$ cat config.mk
export PLATFORM = sky130hd
export DESIGN_NAME = round_unit
export DESIGN_NICKNAME = d
export VERILOG_FILES = /design/src/rtl/rnd_pkg.sv /design/src/rtl/rnd_mode_reg.sv /design/src/rtl/rnd_tail_reduce.sv /design/src/rtl/rnd_decide.sv /design/src/rtl/rnd_increment.sv /design/src/rtl/round_unit.sv
export SDC_FILE = /design/constraint.sdc
export NUM_CORES = 1
export LEC_CHECK = 0
export BUFFER_PORTS_ARGS = -buffer_cell sky130_fd_sc_hd__clkbuf_2
export CAP_MARGIN = 25
export CORE_AREA = 2 2 39 41
export CTS_CLUSTER_DIAMETER = 100
export DETAILED_ROUTE_END_ITERATION = 8
export DIE_AREA = 0 0 41 43
export PLACE_DENSITY = 0.62
export SLEW_MARGIN = 20
export SYNTH_ARGS = -nofsm -noshare
export SYNTH_HDL_FRONTEND = slang
export SYNTH_SLANG_ARGS = --single-unit
$ cat constraint.sdc
create_clock -name clk -period 5 [get_ports clk]
set_clock_uncertainty 0.05 [all_clocks]
set_input_delay 1.5 -clock clk [delete_from_list [all_inputs] [get_ports clk]]
set_output_delay 1.5 -clock clk [all_outputs]
set_load 0.02 [all_outputs]
$ cat src/rtl/rnd_pkg.sv
// Shared types for the rounding unit.
// Assumes: the rule encoding matches a two-bit control field.
package rnd_pkg;
    typedef enum logic [1:0] {
        RND_NEAREST = 2'b00,
        RND_DOWN    = 2'b01,
        RND_UP      = 2'b10,
        RND_TRUNC   = 2'b11
    } rnd_mode_e;
endpackage

$ cat src/rtl/rnd_mode_reg.sv
// Holds the active rounding rule.
// Assumes: synchronous active-low reset; a write takes effect from its edge.
module rnd_mode_reg
    import rnd_pkg::*;
(
    input  logic      clk,
    input  logic      rst_n,
    input  logic      wr,
    input  logic [1:0] code_in,
    output rnd_mode_e mode_q
);
    // Rule register: reset to nearest-even, load on strobe.
    always_ff @(posedge clk) begin
        if (!rst_n)  mode_q <= RND_NEAREST;
        else if (wr) mode_q <= rnd_mode_e'(code_in);
    end

    p_mode_reset_r1: assert property (@(posedge clk) disable iff (!rst_n)
        $rose(rst_n) |-> mode_q == RND_NEAREST);
    p_mode_load_r2: assert property (@(posedge clk) disable iff (!rst_n)
        wr |=> mode_q == rnd_mode_e'($past(code_in)));
    p_mode_hold_r2: assert property (@(posedge clk) disable iff (!rst_n)
        !wr |=> $stable(mode_q));
endmodule

$ cat src/rtl/rnd_tail_reduce.sv
// Reduces the dropped bits to a guard bit and a sticky bit.
// Assumes: DROP_W >= 1; a single dropped bit has no sticky part.
module rnd_tail_reduce #(
    parameter int DROP_W = 4
) (
    input  logic [DROP_W-1:0] tail,
    output logic              guard,
    output logic              sticky
);
    assign guard = tail[DROP_W-1];

    generate
        if (DROP_W == 1) begin : g_no_sticky
            assign sticky = 1'b0;
        end else begin : g_sticky
            // Sticky: OR of every dropped bit below the guard.
            always_comb sticky = |tail[DROP_W-2:0];
        end
    endgenerate
endmodule

$ cat src/rtl/rnd_decide.sv
// Chooses whether the kept field is incremented.
// Assumes: guard/sticky describe the dropped bits; sign 1 = negative.
module rnd_decide
    import rnd_pkg::*;
(
    input  rnd_mode_e mode,
    input  logic      sign,
    input  logic      lsb,
    input  logic      guard,
    input  logic      sticky,
    output logic      inc
);
    logic lost;
    assign lost = guard | sticky;

    // Increment decision per rule.
    always_comb begin
        unique case (mode)
            RND_NEAREST: inc = guard & (sticky | lsb);
            RND_DOWN:    inc = lost & sign;
            RND_UP:      inc = lost & ~sign;
            RND_TRUNC:   inc = 1'b0;
            default:     inc = 1'b0;
        endcase
    end
endmodule

$ cat src/rtl/rnd_increment.sv
// Adds the increment decision to the kept field and exposes the carry.
// Assumes: the caller renormalises on carry; the field is not wrapped silently.
module rnd_increment #(
    parameter int KEEP_W = 8
) (
    input  logic [KEEP_W-1:0] kept,
    input  logic              inc,
    output logic [KEEP_W-1:0] sum,
    output logic              carry
);
    // Ripple increment with carry out of the top bit.
    always_comb {carry, sum} = {1'b0, kept} + {{KEEP_W{1'b0}}, inc};
endmodule

$ cat src/rtl/round_unit.sv
// Top: rounds a sign-magnitude operand to KEEP_W bits under a held rule.
// Assumes: mag_in carries the kept field above DROP_W discarded bits.
module round_unit
    import rnd_pkg::*;
#(
    parameter int KEEP_W = 8,
    parameter int DROP_W = 4
) (
    input  logic                     clk,
    input  logic                     rst_n,
    input  logic                     mode_wr,
    input  logic [1:0]               mode_in,
    input  logic                     sign_in,
    input  logic [KEEP_W+DROP_W-1:0] mag_in,
    output logic [KEEP_W-1:0]        mag_out,
    output logic                     carry_out,
    output logic                     inexact_out
);
    localparam int IN_W = KEEP_W + DROP_W;

    rnd_mode_e         mode_q;
    logic [KEEP_W-1:0] kept;
    logic [DROP_W-1:0] tail;
    logic              guard, sticky, inc;

    assign kept = mag_in[IN_W-1:DROP_W];
    assign tail = mag_in[DROP_W-1:0];

    rnd_mode_reg u_mode (
        .clk(clk), .rst_n(rst_n), .wr(mode_wr), .code_in(mode_in), .mode_q(mode_q)
    );

    rnd_tail_reduce #(.DROP_W(DROP_W)) u_tail (
        .tail(tail), .guard(guard), .sticky(sticky)
    );

    rnd_decide u_dec (
        .mode(mode_q), .sign(sign_in), .lsb(kept[0]),
        .guard(guard), .sticky(sticky), .inc(inc)
    );

    rnd_increment #(.KEEP_W(KEEP_W)) u_inc (
        .kept(kept), .inc(inc), .sum(mag_out), .carry(carry_out)
    );

    // Precision-loss flag from the reduced tail.
    always_comb inexact_out = guard | sticky;

    p_exact_pass_r4: assert property (@(posedge clk) disable iff (!rst_n)
        !inexact_out |-> ({carry_out, mag_out} == {1'b0, kept}));
    p_down_pos_r6: assert property (@(posedge clk) disable iff (!rst_n)
        (mode_q == RND_DOWN && !sign_in) |-> ({carry_out, mag_out} == {1'b0, kept}));
    p_up_neg_r7: assert property (@(posedge clk) disable iff (!rst_n)
        (mode_q == RND_UP && sign_in) |-> ({carry_out, mag_out} == {1'b0, kept}));
    p_trunc_r8: assert property (@(posedge clk) disable iff (!rst_n)
        (mode_q == RND_TRUNC) |-> ({carry_out, mag_out} == {1'b0, kept}));
    p_carry_src_r9: assert property (@(posedge clk) disable iff (!rst_n)
        carry_out |-> (kept == {KEEP_W{1'b1}} && mag_out == '0));
endmodule

* Yosys cells after proc, flatten, opt, wreduce, memory -nomap -nowiden *
Index checks and enable logic that the tools add are counted.

operators by class
  add/sub/neg operators = 1
  equal/unequal tests = 3
  mux-type cells = 1
  bitwise logic cells = 6
  reduce and logical (&&, ||, !) cells = 2

operator list
  operator            count
  $add 8x1->9         1
  $eq 2x2->1 const B  2
  $pmux 1 s4          1
  $and 1x1->1         3
  $reduce_or 3->1     1
  $eq 2x1->1 const B  1
  $logic_not 2->1     1
  $or 1x1->1          2
  $not 1->1           1

storage, ports and cells
  register bits = 2
  output and inout bits = 10

* Longest topological paths before layout *
  word-level depth = 5
  mapped depth = 9

* Hierarchy *
A second synthesis with hierarchy kept.

unflattened totals
  cells, all modules = 35
  area, all modules = 299.0 sq um

modules (own cells, without submodules)
  module           times used  cells each  area each (sq um)  sequential area each (sq um)
  rnd_increment    1           16          137.6              0.0
  rnd_mode_reg     1           6           72.6               40.0
  rnd_decide       1           10          68.8               0.0
  rnd_tail_reduce  1           2           13.8               0.0
  round_unit       1           1           6.3                0.0

* Least setup slack after synthesis *
Ideal clock, no wire load.

  path kind = input to output
  start point = in mag_in[1]
  end point = out mag_out[2]
  arrival time = 3.045 ns
  required time = 3.450 ns
  setup slack = 0.405 ns
  stages on the path = 6
  buffers on the path = 0
  cell sequence = or4_4 > nand4b_1 > nand2_1 > ha_1 > ha_1 > xor2_1

on the way
  cells in the longest elaborated chain, start to end = 5
  elaborated cells on any way between the ends = 8
  classes of those cells = add/sub: 1; mux: 1; bitwise: 5; reduce/logical: 1

RTL lines
  what                            RTL line                                              source
  from (decl)                     round_unit.sv:14                                      input logic [KEEP_W+DROP_W-1:0] mag_in,
  $reduce_or 3->1 *               rnd_tail_reduce.sv:17                                 always_comb sticky = |tail[DROP_W-2:0];
  $or 1x1->1 (on tied branches)   rnd_decide.sv:14, rnd_decide.sv:19
  $and 1x1->1 (on tied branches)  rnd_decide.sv:21, rnd_decide.sv:19, rnd_decide.sv:20
  $pmux 1 s4 *                    rnd_decide.sv:18                                      unique case (mode)
  $add 8x1->9 *                   rnd_increment.sv:12                                   always_comb {carry, sum} = {1'b0, kept} + {{KEEP_W{1'b0}}, inc};
  to (decl)                       round_unit.sv:15                                      output logic [KEEP_W-1:0] mag_out,

Every way passes the cells marked *; elsewhere a longest branch is shown, timed or not.

* Final worst setup path *
  start point = in mag_in[1]
  end point = out mag_out[6]

Same word-level chain as after synthesis.

==> run summary <==
outcome: completed
area grow syn2layout: 64.5%
Post-Syn Area: 275 um2
Regs by FF count: u_mode.mode_q: 2 flops
Die Wd: 41 um
Largest Register: u_mode.mode_q
CP Launch Type: input pin
die footprint: 1760 um2
met2 routed WL: 298 um
post-synthesis sequential area ratio: 0.145
pin count of the biggest net entering global routing: 6
Design Area, Final: 453 um2
initial antenna violation count: 0
crit path time final: 4690 ps
Final setup violation count: 0
DRT Pass-1 Iters: 1
placed instance count: 76
commonest non-fill, non-tap cell in the layout: clkbuf_2
Yosys reg bits: 2
CP bufs+invs: 2
FP Rows: 14
total grt overflow: 0
io pins: 28
ratio of cells with drive above 1 in the final layout: 0.492
Clk Latency, worst-skew pair: 220 ps
Syn Area/Cell: 8.34 um2
Flop pwr share: 0.202
Switching Power: 28.2 uW
Iter 0 DRT Violations: 0
filler cell count: 146
ordered cell list for the critical path: clkbuf_2, or4_4, nand4b_1, nand2_1, ha_1, ha_1, nand2_1, xnor2_1, clkbuf_2
max cap viols: 0
Syn Inst Count: 33
Layout Cells excl Fill: 79
Longest Clk Path Bufs: 2
most frequent cells in the layout: clkbuf_2, xnor2_1, nand3_1, ha_1
Clock Power Share: 0.400
max reg flops: 2
drt total wl: 649 um
area of the core: 1380 um2
CTS Buf Count: 3
multi-input logic area: 228 um2
post-CTS sizing: 0
Met1 Routed Length: 250 um
gpl congestion: 0.622
Slowest-stage cell, CP: or4_4
setup TNS: 0 ps
vias after detailed routing: 335
Initial Utilization: 0.199
fmax: 213 MHz
via density per instance: 4.24
internal power: 59.0 uW
die height: 43 um
clk root buf: clkbuf_4
PwrDens: 193 nW/um2
hpwl dp: 601 um
VDD IR max: 110 uV
RSZ-0062 raised after global routing: no
Worst Path Required: 3450 ps
synth warn: 0
Worst Tran Pin Value: 119 ps
H-tree levels: 1
Sw Ratio: 0.324
Avg WL per Cell: 8.22 um
Comb pwr share: 0.399
clock slew at reported path FFs: 30 ps
PortBufs: 27
total inserted antenna cells: 0
hold buffers post-CTS: 0
CP max stage delay: 530 ps
Setup Fix Bufs, Post-CTS: 0
antenna viol nets, final: 0
Max Transition Viols Final: 0
gr usage total: 0.0711
CP top delay family: simple AND/OR/NAND/NOR gates
leakage: 0.000242 uW
clock sink total: 2
Worst EP arrival: 3140 ps
vias in the first global route: 266
WS Path Type: in -> out
Worst setup EP type: output pin
detailed-route DRC error count: 0
Mapped Nets: 55
final period utilization: 0.939
first-pass GRT wire length: 841 um
Crit Path Max Fanout: 4
Register Area: 40.0 um2
top sig layer: met3
met3 wire length: 99 um
nets@finish: 87
Final Hold Violating Endpoints: 0
Relative slew margins: 0.919
hold_ws: 460 ps
Distinct cells, synth: 16
TritonCTS clock tree: yes
type of the worst min-delay path: reg -> reg
Placed Area: 430 um2
stage by stage:
stage	power [uW]	utilization	worst slack, ps
2_1_floorplan	37.8	-	405
6_report	87.2	0.327	305
3_3_place_gp	52.4	0.311	308
3_5_place_dp	52.9	0.311	294
4_1_cts	90.4	0.327	293
5_1_grt	95.1	0.327	197
worst register-to-register path: stages (launching register included):
cell     delay, ps
dfxtp_1        310
mux2i_1        120
nor2b_1         50
power by group through the flow:
stage	Clock [uW]	Combinational [uW]	Sequential, uW
2_1_floorplan	0	20.1	17.7
3_3_place_gp	0	34.6	17.8
5_1_grt	39.4	37.9	17.7
3_5_place_dp	0	35.1	17.8
6_report	34.9	34.8	17.6
4_1_cts	37.6	35.2	17.6
worst paths after layout:
check	endpoint	slack, ps	depth (start not counted)	from
worst max-delay path	mag_out[6]	310	9	mag_in[1]
worst min-delay path	u_mode.mode_q[0]$_SDFFE_PN0P_	460	2	u_mode.mode_q[0]$_SDFFE_PN0P_
worst max register to register	u_mode.mode_q[1]$_SDFFE_PN0P_	4360	2	u_mode.mode_q[1]$_SDFFE_PN0P_
worst min register to register	u_mode.mode_q[0]$_SDFFE_PN0P_	460	2	u_mode.mode_q[0]$_SDFFE_PN0P_
Yosys cell counts (all sizes together):
cell / number / area [um2]
and3: 1 / 6.26
and4: 1 / 8.76
dfxtp: 2 / 40.0
ha: 4 / 50.1
inv: 2 / 7.51
mux2i: 2 / 20.0
nand2: 3 / 11.3
nand3: 4 / 20.0
nand4: 1 / 6.26
nand4b: 1 / 8.76
nor2: 1 / 3.75
nor2b: 2 / 12.5
or4: 2 / 18.8
xnor2: 5 / 43.8
xor2: 2 / 17.5
area by class of cell:
cell class              count  area share
multi-input cells          29       0.503
well taps                  16      0.0442
flip-flops and latches      2      0.0884
repair buffers             27       0.298
clock buffers               3      0.0497
inverters                   2      0.0166
cells by family after synthesis:
group	after synthesis	synth area share
xor gates and xnor gates	7	0.223
buffers and inverters	2	0.0273
adders and majority gates	4	0.182
muxes	2	0.0727
and+or+nand+nor	16	0.350
DFF	2	0.145
layer usage:
| metal | GRT usage | vias up |
|---|---|---|
| li1 | - | 179 |
| met1 | 0.0607 | 134 |
| met2 | 0.125 | 22 |
| met3 | 0.0157 | 0 |
| met4 | 0.0600 | 0 |
| met5 | 0 | - |
Power figures use the tool's default switching activity.
